$ cat src/rtl/subpix_pkg.sv
package subpix_pkg;
  parameter int NUM_QUAD     = 4;
  parameter int POS_PER_QUAD = 12;
  parameter int OFF_W        = 4;
  parameter int NUM_EDGE     = 2;
  parameter int NUM_STRB     = 2;

  localparam int NUM_POS = NUM_QUAD * POS_PER_QUAD;
  localparam int QSEL_W  = $clog2(NUM_QUAD);
  localparam int CODE_W  = QSEL_W + OFF_W;
  localparam int PH_W    = $clog2(NUM_POS);
  localparam int NUM_SEL = 2 * NUM_EDGE + NUM_STRB + 1;
  localparam int SEL_W   = $clog2(NUM_SEL + 1);

  typedef logic [PH_W-1:0]   phase_t;
  typedef logic [CODE_W-1:0] code_t;
  typedef logic [SEL_W-1:0]  sel_t;

  localparam phase_t PH_LAST = phase_t'(NUM_POS - 1);

  typedef struct packed {
    logic   ok;
    phase_t pos;
  } edge_pos_t;

  typedef struct packed {
    code_t [NUM_EDGE-1:0] rise;
    code_t [NUM_EDGE-1:0] fall;
    code_t [NUM_STRB-1:0] spos;
    logic  [NUM_EDGE-1:0] pol;
  } cfg_t;

  // quadrant code -> linear position; offsets past the group size are gaps
  function automatic edge_pos_t decode_code(input code_t c);
    edge_pos_t d;
    logic [QSEL_W-1:0] q;
    logic [OFF_W-1:0]  o;
    q     = c[CODE_W-1:OFF_W];
    o     = c[OFF_W-1:0];
    d.ok  = (int'(o) < POS_PER_QUAD);
    d.pos = phase_t'(int'(q) * POS_PER_QUAD + int'(o));
    return d;
  endfunction
endpackage

$ cat src/rtl/subpix_phase_ctr.sv
module subpix_phase_ctr
  import subpix_pkg::*;
(
  input  logic   clk,
  input  logic   rst,
  input  logic   pix_start,
  output phase_t ph,
  output logic   wrap_nxt
);
  phase_t ph_nxt;

  always_comb begin
    if (pix_start || ph == PH_LAST) ph_nxt = '0;
    else                            ph_nxt = ph + 1'b1;
  end

  assign wrap_nxt = (ph_nxt == '0);

  always_ff @(posedge clk) begin
    if (rst) ph <= '0;
    else     ph <= ph_nxt;
  end


  phase_range_chk: assert property (@(posedge clk) disable iff (rst)
    ph <= PH_LAST);

  phase_wrap_chk: assert property (@(posedge clk) disable iff (rst)
    (!pix_start && ph == PH_LAST) |=> (ph == '0));

  resync_chk: assert property (@(posedge clk) disable iff (rst)
    pix_start |=> (ph == '0));
endmodule

$ cat src/rtl/subpix_cfg_regs.sv
module subpix_cfg_regs
  import subpix_pkg::*;
(
  input  logic   clk,
  input  logic   rst,
  input  logic   wr_en,
  input  sel_t   wr_sel,
  input  code_t  wr_data,
  input  logic   load,
  input  phase_t ph,
  output cfg_t   act
);
  cfg_t shd_q, shd_nxt, act_q;

  always_comb begin
    shd_nxt = shd_q;
    if (wr_en) begin
      for (int i = 0; i < NUM_EDGE; i++) begin
        if (int'(wr_sel) == 2 * i)     shd_nxt.rise[i] = wr_data;
        if (int'(wr_sel) == 2 * i + 1) shd_nxt.fall[i] = wr_data;
      end
      for (int j = 0; j < NUM_STRB; j++) begin
        if (int'(wr_sel) == 2 * NUM_EDGE + j) shd_nxt.spos[j] = wr_data;
      end
      if (int'(wr_sel) == 2 * NUM_EDGE + NUM_STRB)
        shd_nxt.pol = wr_data[NUM_EDGE-1:0];
    end
  end

  always_ff @(posedge clk) begin
    if (rst) begin
      shd_q <= '0;
      act_q <= '0;
    end else begin
      shd_q <= shd_nxt;
      if (load) act_q <= shd_nxt;
    end
  end

  assign act = act_q;


  cfg_load_chk: assert property (@(posedge clk) disable iff (rst)
    !$stable(act_q) |-> (ph == '0));
endmodule

$ cat src/rtl/subpix_edge_unit.sv
module subpix_edge_unit
  import subpix_pkg::*;
(
  input  logic   clk,
  input  logic   rst,
  input  phase_t ph,
  input  code_t  rise_c,
  input  code_t  fall_c,
  input  logic   pol,
  output logic   o,
  output logic   o_n
);
  edge_pos_t rd, fd;
  logic      lvl_q, lvl_nxt, same_pos;

  assign rd       = decode_code(rise_c);
  assign fd       = decode_code(fall_c);
  assign same_pos = rd.ok && fd.ok && (rd.pos == fd.pos);

  always_comb begin
    if (same_pos)                    lvl_nxt = 1'b0;
    else if (rd.ok && ph == rd.pos)  lvl_nxt = 1'b1;
    else if (fd.ok && ph == fd.pos)  lvl_nxt = 1'b0;
    else                             lvl_nxt = lvl_q;
  end

  always_ff @(posedge clk) begin
    if (rst) begin
      lvl_q <= 1'b0;
      o     <= 1'b0;
      o_n   <= 1'b1;
    end else begin
      lvl_q <= lvl_nxt;
      o     <= lvl_nxt ^ pol;
      o_n   <= ~(lvl_nxt ^ pol);
    end
  end


  equal_low_chk: assert property (@(posedge clk) disable iff (rst)
    same_pos |=> (o == $past(pol)));
endmodule

$ cat src/rtl/subpix_strobe_unit.sv
module subpix_strobe_unit
  import subpix_pkg::*;
(
  input  logic   clk,
  input  logic   rst,
  input  phase_t ph,
  input  code_t  pos_c,
  output logic   stb
);
  edge_pos_t sd;

  assign sd = decode_code(pos_c);

  always_ff @(posedge clk) begin
    if (rst) stb <= 1'b0;
    else     stb <= sd.ok && (ph == sd.pos);
  end


  strobe_src_chk: assert property (@(posedge clk) disable iff (rst)
    stb |-> $past(sd.ok));
endmodule

$ cat src/rtl/subpix_edge_gen.sv
module subpix_edge_gen
  import subpix_pkg::*;
(
  input  logic              clk,
  input  logic              rst,
  input  logic              pix_start,
  input  logic              wr_en,
  input  logic [SEL_W-1:0]  wr_sel,
  input  logic [CODE_W-1:0] wr_data,
  output logic              rg,
  output logic              h1,
  output logic              h2,
  output logic              h3,
  output logic              h4,
  output logic              shp,
  output logic              shd
);
  phase_t ph;
  logic   wrap_nxt;
  cfg_t   act;
  logic [NUM_EDGE-1:0] edge_o, edge_on;
  logic [NUM_STRB-1:0] strb;

  subpix_phase_ctr u_ctr (
    .clk(clk), .rst(rst), .pix_start(pix_start), .ph(ph), .wrap_nxt(wrap_nxt)
  );

  subpix_cfg_regs u_cfg (
    .clk(clk), .rst(rst), .wr_en(wr_en), .wr_sel(wr_sel), .wr_data(wr_data),
    .load(wrap_nxt), .ph(ph), .act(act)
  );

  for (genvar i = 0; i < NUM_EDGE; i++) begin : g_edge
    subpix_edge_unit u_edge (
      .clk(clk), .rst(rst), .ph(ph),
      .rise_c(act.rise[i]), .fall_c(act.fall[i]), .pol(act.pol[i]),
      .o(edge_o[i]), .o_n(edge_on[i])
    );

    comp_pair_chk: assert property (@(posedge clk) disable iff (rst)
      edge_on[i] != edge_o[i]);
  end

  for (genvar j = 0; j < NUM_STRB; j++) begin : g_strb
    subpix_strobe_unit u_strb (
      .clk(clk), .rst(rst), .ph(ph), .pos_c(act.spos[j]), .stb(strb[j])
    );
  end

  assign rg  = edge_o[0];
  assign h1  = edge_o[1];
  assign h3  = edge_o[1];
  assign h2  = edge_on[1];
  assign h4  = edge_on[1];
  assign shp = strb[0];
  assign shd = strb[1];


  h_comp_chk: assert property (@(posedge clk) disable iff (rst)
    (h2 == ~h1) && (h4 == ~h3));
endmodule

$ cat config.mk
export PLATFORM = sky130hd
export DESIGN_NAME = subpix_edge_gen
export DESIGN_NICKNAME = d
export VERILOG_FILES = /design/src/rtl/subpix_pkg.sv /design/src/rtl/subpix_phase_ctr.sv /design/src/rtl/subpix_cfg_regs.sv /design/src/rtl/subpix_edge_unit.sv /design/src/rtl/subpix_strobe_unit.sv /design/src/rtl/subpix_edge_gen.sv
export SDC_FILE = /design/constraint.sdc
export NUM_CORES = 1
export LEC_CHECK = 0
export ABC_CLOCK_PERIOD_IN_PS = 5600
export BUFFER_PORTS_ARGS = -buffer_cell sky130_fd_sc_hd__buf_4
export CAP_MARGIN = 20
export CORE_MARGIN = 4
export CORE_UTILIZATION = 66
export DETAILED_ROUTE_END_ITERATION = 16
export PLACE_DENSITY = 0.83
export SLEW_MARGIN = 20
export SYNTH_ARGS = -nofsm -noshare
export SYNTH_HDL_FRONTEND = slang
export SYNTH_HIERARCHICAL = 1
export SYNTH_SLANG_ARGS = --single-unit
$ cat constraint.sdc
create_clock -name clk -period 5.6 [get_ports clk]
set_clock_uncertainty 0.1 [all_clocks]
set_input_delay 1.12 -clock clk [delete_from_list [all_inputs] [get_ports clk]]
set_output_delay 1.12 -clock clk [all_outputs]
set_load 0.02 [all_outputs]
# Word-level counts from Yosys, hierarchy flattened
# Index checks and enable logic that the tools add are counted.
[classes]
n_addsub = 7
n_mul = 6
magnitude_cmp = 6
eq_ne = 15
muxes = 15
bitwise_logic = 3
n_reduce_logical = 13
[ops]
columns = ["operator", "count"]
rows = [
  ["== test 6 bit", 8],
  ["two-way mux 6 bit", 7],
  ["two-way mux 38 bit", 1],
  ["adder 6 x 5 -> 6 bit", 6],
  ["less-than comparator 4 bit, second input constant", 6],
  ["multiplier 2 x 2 -> 4 bit, second input constant", 6],
  ["== test 3 bit, second input constant", 4],
  ["logical AND 1 bit", 10],
  ["adder 6 x 1 -> 6 bit, second input constant", 1],
  ["== test 3 x 2 -> 1 bit, second input constant", 2],
  ["== test 6 bit, second input constant", 1],
  ["zero test 6 bit", 1],
  ["two-way mux 1 bit", 6],
  ["zero test 3 bit", 1],
  ["two-way mux 2 bit", 1],
  ["XOR 1 bit", 2],
  ["logical OR 1 bit", 1],
  ["inverter 1 bit", 1],
]
[word_totals]
regBits = 89
inputBits = 13
output_inout_bits = 7

# Logic depth before layout (Yosys ltp)
# Gate-level depths: netlist of run 1.
[depth]
word_depth = 9
ltp_mapped = 10
depth_no_buf = 10

# Modules after synthesis
# Netlist of run 1, hierarchy kept.
[modules_own_cells]
columns = ["mod", "n_inst", "cells_per_inst", "area_per_inst_um2", "seq_area_each_um2"]
rows = [
  ["subpix_cfg_regs", 1, 255, 2640.0, 1521.5],
  ["subpix_edge_unit", 2, 68, 631.9, 60.1],
  ["subpix_strobe_unit", 2, 21, 203.9, 20.0],
  ["subpix_phase_ctr", 1, 34, 319.1, 120.1],
  ["subpix_edge_gen", 1, 2, 15.0, 0.0],
]

# Worst setup path after synthesis of run 1
# OpenSTA, ideal clock, no wires.
[synth_path]
path_type = "register to register"
start = "register u_cfg.act_q (netlist bit u_cfg/act[30])"
end = "register g_edge[0].u_edge.o"
arrival_ps = 2344
t_required_ps = 5380
setup_slack_ps = 3036
path_stages_with_launch = 11
n_path_buf = 0
synth_period_minus_slack_ps = 2564
cell_sequence = "dfxtp_1 > inv_1 > ha_1 > inv_1 > fa_1 > xnor2_1 > nand3_1 > a2111oi_4 > a21oi_2 > a21o_1 > or2_1"
[synth_via]
elab_chain_cells = 7
elab_cells_between_ends = 9
[synth_rtl]
columns = ["item", "line_no", "source"]
rows = [
  ["start: declaration", "subpix_cfg_regs.sv:13", "cfg_t shd_q, shd_nxt, act_q;"],
  ["start signal: assignment", "subpix_cfg_regs.sv:36", "if (load) act_q <= shd_nxt;"],
  ["multiplier 2 x 2 -> 4 bit (*)", "subpix_pkg.sv:41", "d.pos = phase_t'(int'(q) * POS_PER_QUAD + int'(o));"],
  ["adder 6 x 5 -> 6 bit (*)", "subpix_pkg.sv:41", ""],
  ["== test 6 bit", "subpix_edge_unit.sv:22", "else if (rd.ok && ph == rd.pos) lvl_nxt = 1'b1;"],
  ["logical AND 1 bit", "subpix_edge_unit.sv:22", ""],
  ["two-way mux 1 bit", "subpix_edge_unit.sv:22", ""],
  ["two-way mux 1 bit (*)", "subpix_edge_unit.sv:21", "if (same_pos) lvl_nxt = 1'b0;"],
  ["XOR 1 bit (*)", "subpix_edge_unit.sv:34", "o <= lvl_nxt ^ pol;"],
  ["end signal: assignment", "subpix_edge_unit.sv:34", ""],
  ["end: declaration", "subpix_edge_unit.sv:10", "output logic o,"],
]
# Mark *: on every way between the ends. The rest lies on a longest branch, timed or not.
# A chain may end at the register's enable or synchronous reset.

# Final worst setup path of run 1
[layout_path]
start = "register u_ctr.ph[1]"
end = "register u_cfg.act_q (netlist bit u_cfg/act[20])"
[layout_via]
elab_chain_cells = 4
elab_cells_between_ends = 5
[layout_rtl]
columns = ["item", "line_no", "source"]
rows = [
  ["start: declaration", "subpix_phase_ctr.sv:7", "output phase_t ph,"],
  ["start signal: assignment", "subpix_phase_ctr.sv:21", "else ph <= ph_nxt;"],
  ["parallel branches: the longest is 2 deep, another holds adder 6 x 1 -> 6 bit", "n/a", ""],
  ["two-way mux 6 bit (*)", "subpix_phase_ctr.sv:13", "if (pix_start || ph == PH_LAST) ph_nxt = '0;"],
  ["zero test 6 bit (*)", "subpix_phase_ctr.sv:17", "assign wrap_nxt = (ph_nxt == '0);"],
  ["net wrap_nxt", "subpix_edge_gen.sv:19", "logic wrap_nxt;"],
]
# Mark *: on every way through the listed nets, which the timed path passes.

==> results_dict.tcl, run 1 <==
set metrics [dict create \
    dp.cells 559 \
    crit_start "u_ctr/ph[1]" \
    grt_pass1_vias 3211 \
    vias 3326 \
    path_cells "ha_1, nand3_2, nor3b_2, a311oi_1, nor2_4, buf_4, nor2_1, a211oi_1" \
    fin_setup_tns_ns 0 \
    ant_nets 0 \
    p_total_mw 1.42 \
    avgSynthCellArea_um2 9.90 \
    cp_max_fo 50 \
    min_period_ns 3.14 \
    finalHoldWorstSlack_ns 0.400 \
    fin_util_pct 73.4 \
    cts_tree "done" \
    core_area_um2 6790 \
    start_util_pct 68.0 \
    antenna_found_initial 0 \
    max_freq_mhz 318 \
    die-area_um2 8410 \
    cts_setup_buffers 0 \
    p_leak_nw 2.07 \
    clock_sinks 89 \
    port_buffers 19 \
    drive_gt1_share_pct 12.3 \
    setup_violations 0 \
    postSynthCellCount 467 \
    cts_hold_buf 0 \
    die_w_um 91.7 \
    hp-start "g_edge[0].u_edge/lvl_q" \
    grt_pass1_wl_mm 15.8 \
    area_delta_synth_final_pct 7.93 \
    hpwlAfterDp_mm 6.68 \
    critPathSlowestCell "dfxtp_1" \
    slowest_delay_ns 0.67 \
    reg2reg_slack_ns 2.46 \
    fin_crit_sh_pct 56.1 \
    grt_usage_pct 23.6 \
    grt-ovfl-total 0 \
    rsz0062_at_grt "no" \
    p_per_area_nw_per_um2 284 \
    critPathRequiredTime_ns 5.77 \
    grt_max_degree 87 \
    route.detailed.wl_per_inst_um 16.5 \
    numCtsBuffers 9 \
    design_area_um2 4990 \
    syn_nets 511 \
    tightest_slew_ns 0.895 \
    clk_latency_ns 0.37 \
    row_count 30 \
    place_ws_ns 2.54 \
    viasPerCell 5.78 \
    routed_wl_mm 9.50 \
    hold_violations 0 \
    min_to "g_edge[0].u_edge/lvl_q" \
    die_h_um 91.7 \
    cts_root_buf "clkbuf_8" \
    ir_worst_vdd_mv 0.192 \
    cts_resized 0 \
    antennaDiodeCount 0 \
    slew_viol_final 0 \
    yosysWarningCount 6 \
    worst_slack_ns 2.46 \
    final_cell_mix "nor2_1 (89), dfxtp_1 (89), a211oi_1 (40), mux2i_1 (39), xnor2_1 (36)" \
    relSlewSlack_pct 40.3 \
    hold_path_depth 2 \
    drcViolationCount 0 \
    worstSetupPathType "flip-flop to flip-flop" \
    status "complete, no violations" \
    start_kind "flip-flop" \
    path_clk_slew_ns 0.10 \
    drtIter0Drc 168 \
    place_area_um2 4790 \
    rr_startpoint "u_ctr/ph[1]" \
    dr.pass1.iters 4 \
    h-tree-depth 3 \
    pin_count 20 \
    hp-class "flip-flop to flip-flop" \
    final_nets 518 \
    cp.arrival_ns 3.31 \
    netlist_area_um2 4620 \
    cp-end-kind "flip-flop" \
    cts_buffer_depth 2 \
    n_fill_cell 489 \
    worstReg2RegEnd "u_cfg/act[20]" \
    drv_cap 0 \
    finalWeightedCongestion 0.846 \
    r2r_cells 8 \
    layout.cells.non_filler 575 \
]
## report_power, final
part           leakage (nW)  switching (mW)  internal [mW]
Clock                0.0973           0.250          0.184
Sequential            0.727          0.0338          0.670
Combinational          1.25           0.157          0.125
## state kept, by name, summed over array words and instances, names as in the netlist
signal               cells
g_edge.u_edge/o          2
u_cfg/shd_q             38
g_edge.u_edge/lvl_q      2
g_edge.u_edge/o_n        1
g_strb.u_strb/stb        2
u_ctr/ph                 6
u_cfg/act               38
## critical path, delay by kind of cell, from the launching register on
kind	cells	cell delay [ns]
AND/OR/NAND/NOR	4	1.03
flip-flops	1	0.67
buffers and inverters	1	0.53
adder cells (fa/ha/maj)	1	0.36
AO/OA/AOI/OAI	2	0.35
## per-layer routing
metal | GRT usage (%) | wire (um) | vias to the layer above
li1 | - | - | 1652
met1 | 32.1 | 4420 | 1583
met2 | 37.1 | 4510 | 80
met3 | 4.51 | 443 | 11
met4 | 9.42 | 119 | 0
met5 | 0 | 0 | -
## final cells by class
type                            count  area (um2)  area share (%)
Multi-Input combinational cell    341        2690            54.0
Sequential cell                    89        1780            35.7
Timing Repair Buffer               20         150            3.01
Clock buffer                       10         138            2.76
Tap cell                           96         120            2.41
Clock inverter                      6        56.3            1.13
Inverter                           13        48.8           0.978
## how the worst max path moves through the flow
stage                          to  slack [ns]  cells past startpoint
3_5_place_dp        u_cfg/act[20]        2.54                      8
4_1_cts             u_cfg/act[20]        2.52                      8
2_1_floorplan  g_edge[1].u_edge/o        3.04                     10
6_report            u_cfg/act[20]        2.46                      8
3_3_place_gp        u_cfg/act[26]        2.74                      8
5_1_grt             u_cfg/act[30]        2.23                      8
Power figures use the tool's default switching activity.
==> run 2: changes to the inputs <==
--- a/config.mk
+++ b/config.mk
@@ -5,13 +5,14 @@
 export SDC_FILE = /design/constraint.sdc
 export NUM_CORES = 1
 export LEC_CHECK = 0
-export ABC_CLOCK_PERIOD_IN_PS = 5600
+export ABC_AREA = 1
+export ABC_CLOCK_PERIOD_IN_PS = 3030
 export BUFFER_PORTS_ARGS = -buffer_cell sky130_fd_sc_hd__buf_4
 export CAP_MARGIN = 20
 export CORE_MARGIN = 4
-export CORE_UTILIZATION = 66
+export CORE_UTILIZATION = 62
 export DETAILED_ROUTE_END_ITERATION = 16
-export PLACE_DENSITY = 0.83
+export PLACE_DENSITY = 0.78
 export SLEW_MARGIN = 20
 export SYNTH_ARGS = -nofsm -noshare
 export SYNTH_HDL_FRONTEND = slang
==> constraint.sdc (replaced) <==
create_clock -name clk -period 3.03 [get_ports clk]
set_clock_uncertainty 0.1 [all_clocks]
set_input_delay 0.606 -clock clk [delete_from_list [all_inputs] [get_ports clk]]
set_output_delay 0.606 -clock clk [all_outputs]
set_load 0.02 [all_outputs]
==> run 2 against run 1 <==
Effect of this change:
- clock power is 76% higher
- combinational power up 110%
- critical path depth increased by 3
- non-clock buffer count increased by 5
- cell count is 65% higher
- synthesized area increased by 14%
- critical endpoint is now u_cfg/act[28]
- highest routed layer unchanged
==> results_dict.tcl, run 2 <==
set metrics [dict create \
    antennaDiodeCount 0 \
    drcViolationCount 0 \
    cts_root_buf "clkbuf_8" \
    cts_hold_buf 0 \
    numCtsBuffers 9 \
    max_freq_mhz 408 \
    clock_sinks 89 \
    setup_violations 0 \
    die_w_um 100 \
    cp.arrival_ns 2.60 \
    drtIter0Drc 473 \
    p_per_area_nw_per_um2 466 \
    syn_nets 873 \
    row_count 33 \
    worst_slack_ns 0.581 \
    grt_pass1_wl_mm 20.2 \
    final_nets 884 \
    grt_pass1_vias 4502 \
    grt_usage_pct 24.4 \
    vias 5000 \
    relSlewSlack_pct 47.7 \
    ir_worst_vdd_mv 0.334 \
    start_kind "flip-flop" \
    grt_max_degree 78 \
    status "complete, no violations" \
    clk_latency_ns 0.36 \
    antenna_found_initial 0 \
    tightest_slew_ns 0.784 \
    h-tree-depth 3 \
    critPathRequiredTime_ns 3.18 \
    min_period_ns 2.45 \
    hold_violations 0 \
    cts_tree "done" \
    cp_max_fo 33 \
    netlist_area_um2 5290 \
    fin_crit_sh_pct 80.8 \
    core_area_um2 8260 \
    cts_setup_buffers 0 \
    area_delta_synth_final_pct 7.62 \
    viasPerCell 5.26 \
    start_util_pct 64.0 \
    dr.pass1.iters 5 \
    place_ws_ns 0.655 \
    port_buffers 19 \
    slew_viol_final 0 \
    hp-class "input pin to flip-flop" \
    finalWeightedCongestion 0.819 \
    routed_wl_mm 11.7 \
    mostFrequentLayoutCell "nand2_1" \
    die-area_um2 10100 \
    cp-end-kind "flip-flop" \
    rsz0062_at_grt "no" \
    cts_buffer_depth 2 \
    worstSetupPathType "flip-flop to flip-flop" \
    cts_resized 0 \
    hpwlAfterDp_mm 8.66 \
    p_leak_nw 2.90 \
    p_total_mw 2.65 \
    die_h_um 100 \
    pin_count 20 \
    yosysWarningCount 6 \
    avgSynthCellArea_um2 6.38 \
    route.detailed.wl_per_inst_um 12.3 \
    drv_cap 0 \
    ant_nets 0 \
    drive_gt1_share_pct 7.34 \
    postSynthCellCount 829 \
    fin_setup_tns_ns 0 \
    grt-ovfl-total 0 \
    final_cell_mix "nand2_1 (248), nor2_1 (117), inv_1 (115), nand3_1 (109), dfxtp_1 (89)" \
    path_clk_slew_ns 0.10 \
]
## run 2: path summary, 6_finish.rpt
path / start / end / slack [ns] / cells past startpoint
max: u_ctr/ph[1] / u_cfg/act[28] / 0.58 / 11
min: pix_start / u_ctr/ph[0] / 0.35 / 2
max reg2reg: u_ctr/ph[1] / u_cfg/act[28] / 0.58 / 11
min reg2reg: u_cfg/shd_q[13] / u_cfg/shd_q[13] / 0.37 / 2
## run 2: cell type report
type | count | area (um2)
Tap cell | 105 | 131
Clock inverter | 7 | 58.8
Inverter | 118 | 443
Timing Repair Buffer | 25 | 213
Sequential cell | 89 | 1780
Multi-Input combinational cell | 597 | 2940
Fill cell | 757 | 2570
Clock buffer | 9 | 124
## run 2: critical path: stages (launching register included)
cell     delay [ns]
dfxtp_1        0.53
ha_1           0.31
nand3_2        0.11
nor2_2         0.16
nor2_2         0.08
o21ai_0        0.10
nand2_1        0.13
nor2_4         0.33
buf_12         0.24
nand3_1        0.13
nand2_1        0.08
inv_1          0.04
## run 2: routing by layer
layer	global-route usage (%)	wire length (um)	vias to the layer above
li1	-	-	2599
met1	34.4	5580	2224
met2	37.7	5280	150
met3	3.47	539	27
met4	9.95	255	0
met5	0	0	-
## run 2: per-stage QoR
step                      std cells  area (um2)  util (%)  hold slack, ns
final                           950        5690      68.9           0.354
after global routing            950        5690      68.9           0.339
after CTS                       950        5690      68.9           0.330
after detailed placement        934        5510      66.7           0.361
after global placement          934        5510      66.7           0.356
after floorplan                 829        5290         -           0.346
## run 2: power breakdown
| group | switching, mW | internal, mW | total (mW) | leakage (nW) |
|---|---|---|---|---|
| combinational | 0.364 | 0.236 | 0.600 | 2.09 |
| clock | 0.453 | 0.313 | 0.766 | 0.0877 |
| sequential | 0.0504 | 1.23 | 1.28 | 0.727 |
| total | 0.868 | 1.78 | 2.65 | 2.90 |
==> run 3: changes to the inputs <==
--- a/config.mk
+++ b/config.mk
@@ -5,14 +5,14 @@
 export SDC_FILE = /design/constraint.sdc
 export NUM_CORES = 1
 export LEC_CHECK = 0
-export ABC_AREA = 1
-export ABC_CLOCK_PERIOD_IN_PS = 3030
+export ABC_AREA = 0
+export ABC_CLOCK_PERIOD_IN_PS = 2000
 export BUFFER_PORTS_ARGS = -buffer_cell sky130_fd_sc_hd__buf_4
 export CAP_MARGIN = 20
 export CORE_MARGIN = 4
-export CORE_UTILIZATION = 62
+export CORE_UTILIZATION = 56
 export DETAILED_ROUTE_END_ITERATION = 16
-export PLACE_DENSITY = 0.78
+export PLACE_DENSITY = 0.74
 export SLEW_MARGIN = 20
 export SYNTH_ARGS = -nofsm -noshare
 export SYNTH_HDL_FRONTEND = slang
==> constraint.sdc (replaced) <==
create_clock -name clk -period 2 [get_ports clk]
set_clock_uncertainty 0.1 [all_clocks]
set_input_delay 0.4 -clock clk [delete_from_list [all_inputs] [get_ports clk]]
set_output_delay 0.4 -clock clk [all_outputs]
set_load 0.02 [all_outputs]
==> run 3 against run 2 <==
Effect of this change:
- the run now ends with negative setup slack left
- maximum frequency down 3.8%
- combinational power is 88% higher
- clock power is 71% higher
- utilization grew 7.1 points
- sequential share of layout area is 1.1 points lower
- worst hold slack worse by 0.23 ns
- critical path depth stayed put
- worst setup slack worse by 1.1 ns
- critical endpoint is now g_edge[0].u_edge/o
- largest cell class unchanged
- largest power group unchanged
==> results_dict.tcl, run 3 (synthesis gave the netlist of run 1 again) <==
set metrics [dict create \
    status "finished, violations left" \
    violations "negative setup slack" \
    relSlewSlack_pct 70.8 \
    critPathSlowestCell "dfxtp_2" \
    crit_family "compound AO/OA/AOI/OAI gates" \
    reg2reg_slack_ns -0.55 \
    critPathRequiredTime_ns 2.16 \
    port_buffers 19 \
    final_cell_mix "nor2_1 (89), buf_4 (83), dfxtp_1 (77), mux2i_1 (39), xnor2_1 (32)" \
    multi_input_area_um2 2990 \
    p_leak_nw 2.51 \
    min_period_ns 2.55 \
    route.detailed.wl_per_inst_um 18.3 \
    ff_latch_area_um2 1810 \
    antennaDiodeCount 0 \
    hold_path_depth 2 \
    path_cells "inv_2, ha_4, inv_2, buf_4, ha_1, a21o_1, a32oi_2, xor2_2, o2111a_1, a21o_1, or2_1" \
    place_ws_ns -0.593 \
    grt_pass1_wl_mm 17.5 \
    ir_worst_vdd_mv 0.569 \
    drcViolationCount 0 \
    finalWeightedCongestion 0.811 \
    dp.cells 613 \
    drive_gt1_share_pct 34.8 \
    mostFrequentLayoutCell "nor2_1" \
    antenna_found_initial 0 \
    min_to "u_ctr/ph[2]" \
    r2r_cells 11 \
    grt_usage_pct 22.1 \
    cp_max_fo 3 \
    core_area_um2 7890 \
    cts_buffer_depth 2 \
    hp-class "input pin to flip-flop" \
    die-area_um2 9770 \
    row_count 32 \
    max_freq_mhz 393 \
    die_w_um 98.9 \
    vias 3733 \
    area_delta_synth_final_pct 29.6 \
    drtIter0Drc 204 \
    clk_latency_ns 0.36 \
    viasPerCell 5.71 \
    clock_sinks 89 \
    cp.arrival_ns 2.71 \
    cts_root_buf "clkbuf_8" \
    fin_setup_tns_ns -2.32 \
    dr.pass1.iters 4 \
    drv_cap 0 \
    worstReg2RegEnd "g_edge[0].u_edge/o" \
    hpwlAfterDp_mm 7.25 \
    die_h_um 98.9 \
    grt-ovfl-total 0 \
    ant_nets 0 \
    rr_startpoint "u_cfg/act[30]" \
    slew_viol_final 0 \
    cp-end-kind "flip-flop" \
    path_buf_inv 3 \
    final_nets 591 \
    grt_max_degree 50 \
    worstSetupPathType "flip-flop to flip-flop" \
    hold_violations 0 \
    p_per_area_nw_per_um2 734 \
    slowest_delay_ns 0.36 \
    setup_violations 7 \
    grt_pass1_vias 3544 \
    p_total_mw 4.39 \
    routed_wl_mm 12.0 \
    worst_slack_ns -0.546 \
    numCtsBuffers 9 \
    n_fill_cell 503 \
    rsz0062_at_grt "yes" \
    cts_tree "done" \
    pin_count 20 \
    hp-start "pix_start" \
    start_kind "flip-flop" \
    start_util_pct 58.6 \
    tightest_slew_ns 0.437 \
    layout.cells.non_filler 654 \
    fin_crit_sh_pct 127 \
    h-tree-depth 3 \
    path_clk_slew_ns 0.10 \
]
==> run 3: cell type report <==
cell class	instances	share of cell area, %
clock inverters	6	1.21
clock buffers	10	2.13
well taps	102	2.13
multi-input cells	341	49.9
flip-flops and latches	89	30.2
repair buffers	93	13.5
inverters	13	0.856
==> run 3: worst max-delay path by stage <==
stage	cells after the start	to	from	slack [ns]
finish	11	g_edge[0].u_edge/o	u_cfg/act[30]	-0.55
global route	11	g_edge[0].u_edge/o	u_cfg/act[30]	-0.63
detailed placement	11	g_edge[0].u_edge/o	u_cfg/act[18]	-0.59
floorplan	10	g_edge[1].u_edge/o	u_cfg/act[24]	-0.40
global placement	10	g_edge[1].u_edge/o	u_cfg/act[24]	-0.43
CTS	10	g_edge[0].u_edge/o	u_cfg/act[18]	-0.48
==> run 3: metrics by stage <==
stage | hold WS, ns | util, % | cell area (um2)
finish | 0.124 | 75.9 | 5990
global route | 0.116 | 75.9 | 5990
CTS | 0.107 | 71.0 | 5600
detailed placement | 0.379 | 66.2 | 5220
global placement | 0.370 | 66.2 | 5220
floorplan | 0.352 | - | 4660
==> run 3: power by group <==
group | total, mW | internal (mW) | switching (mW)
registers | 1.96 | 1.87 | 0.0896
clock network | 1.31 | 0.598 | 0.710
logic | 1.13 | 0.552 | 0.574
total | 4.39 | 3.02 | 1.37
==> run 3: what timing repair did <==
item                                   in CTS  in global routing
setup endpoints to repair                  10                 40
resized for setup                          27                 36
setup buffers                               6                 14
hold buffers                                0                  0
pin swaps                                  29                 16
endpoints found under the hold margin       0                  0
cloned                                      0                  5
==> run 3: routing by layer <==
layer	GRT usage (%)	part of all wire, %	up-vias
met5	0	0	-
met4	6.30	0.99	0
met3	4.18	4.2	15
met2	34.2	49	94
met1	31.4	46	1821
li1	-	-	1803
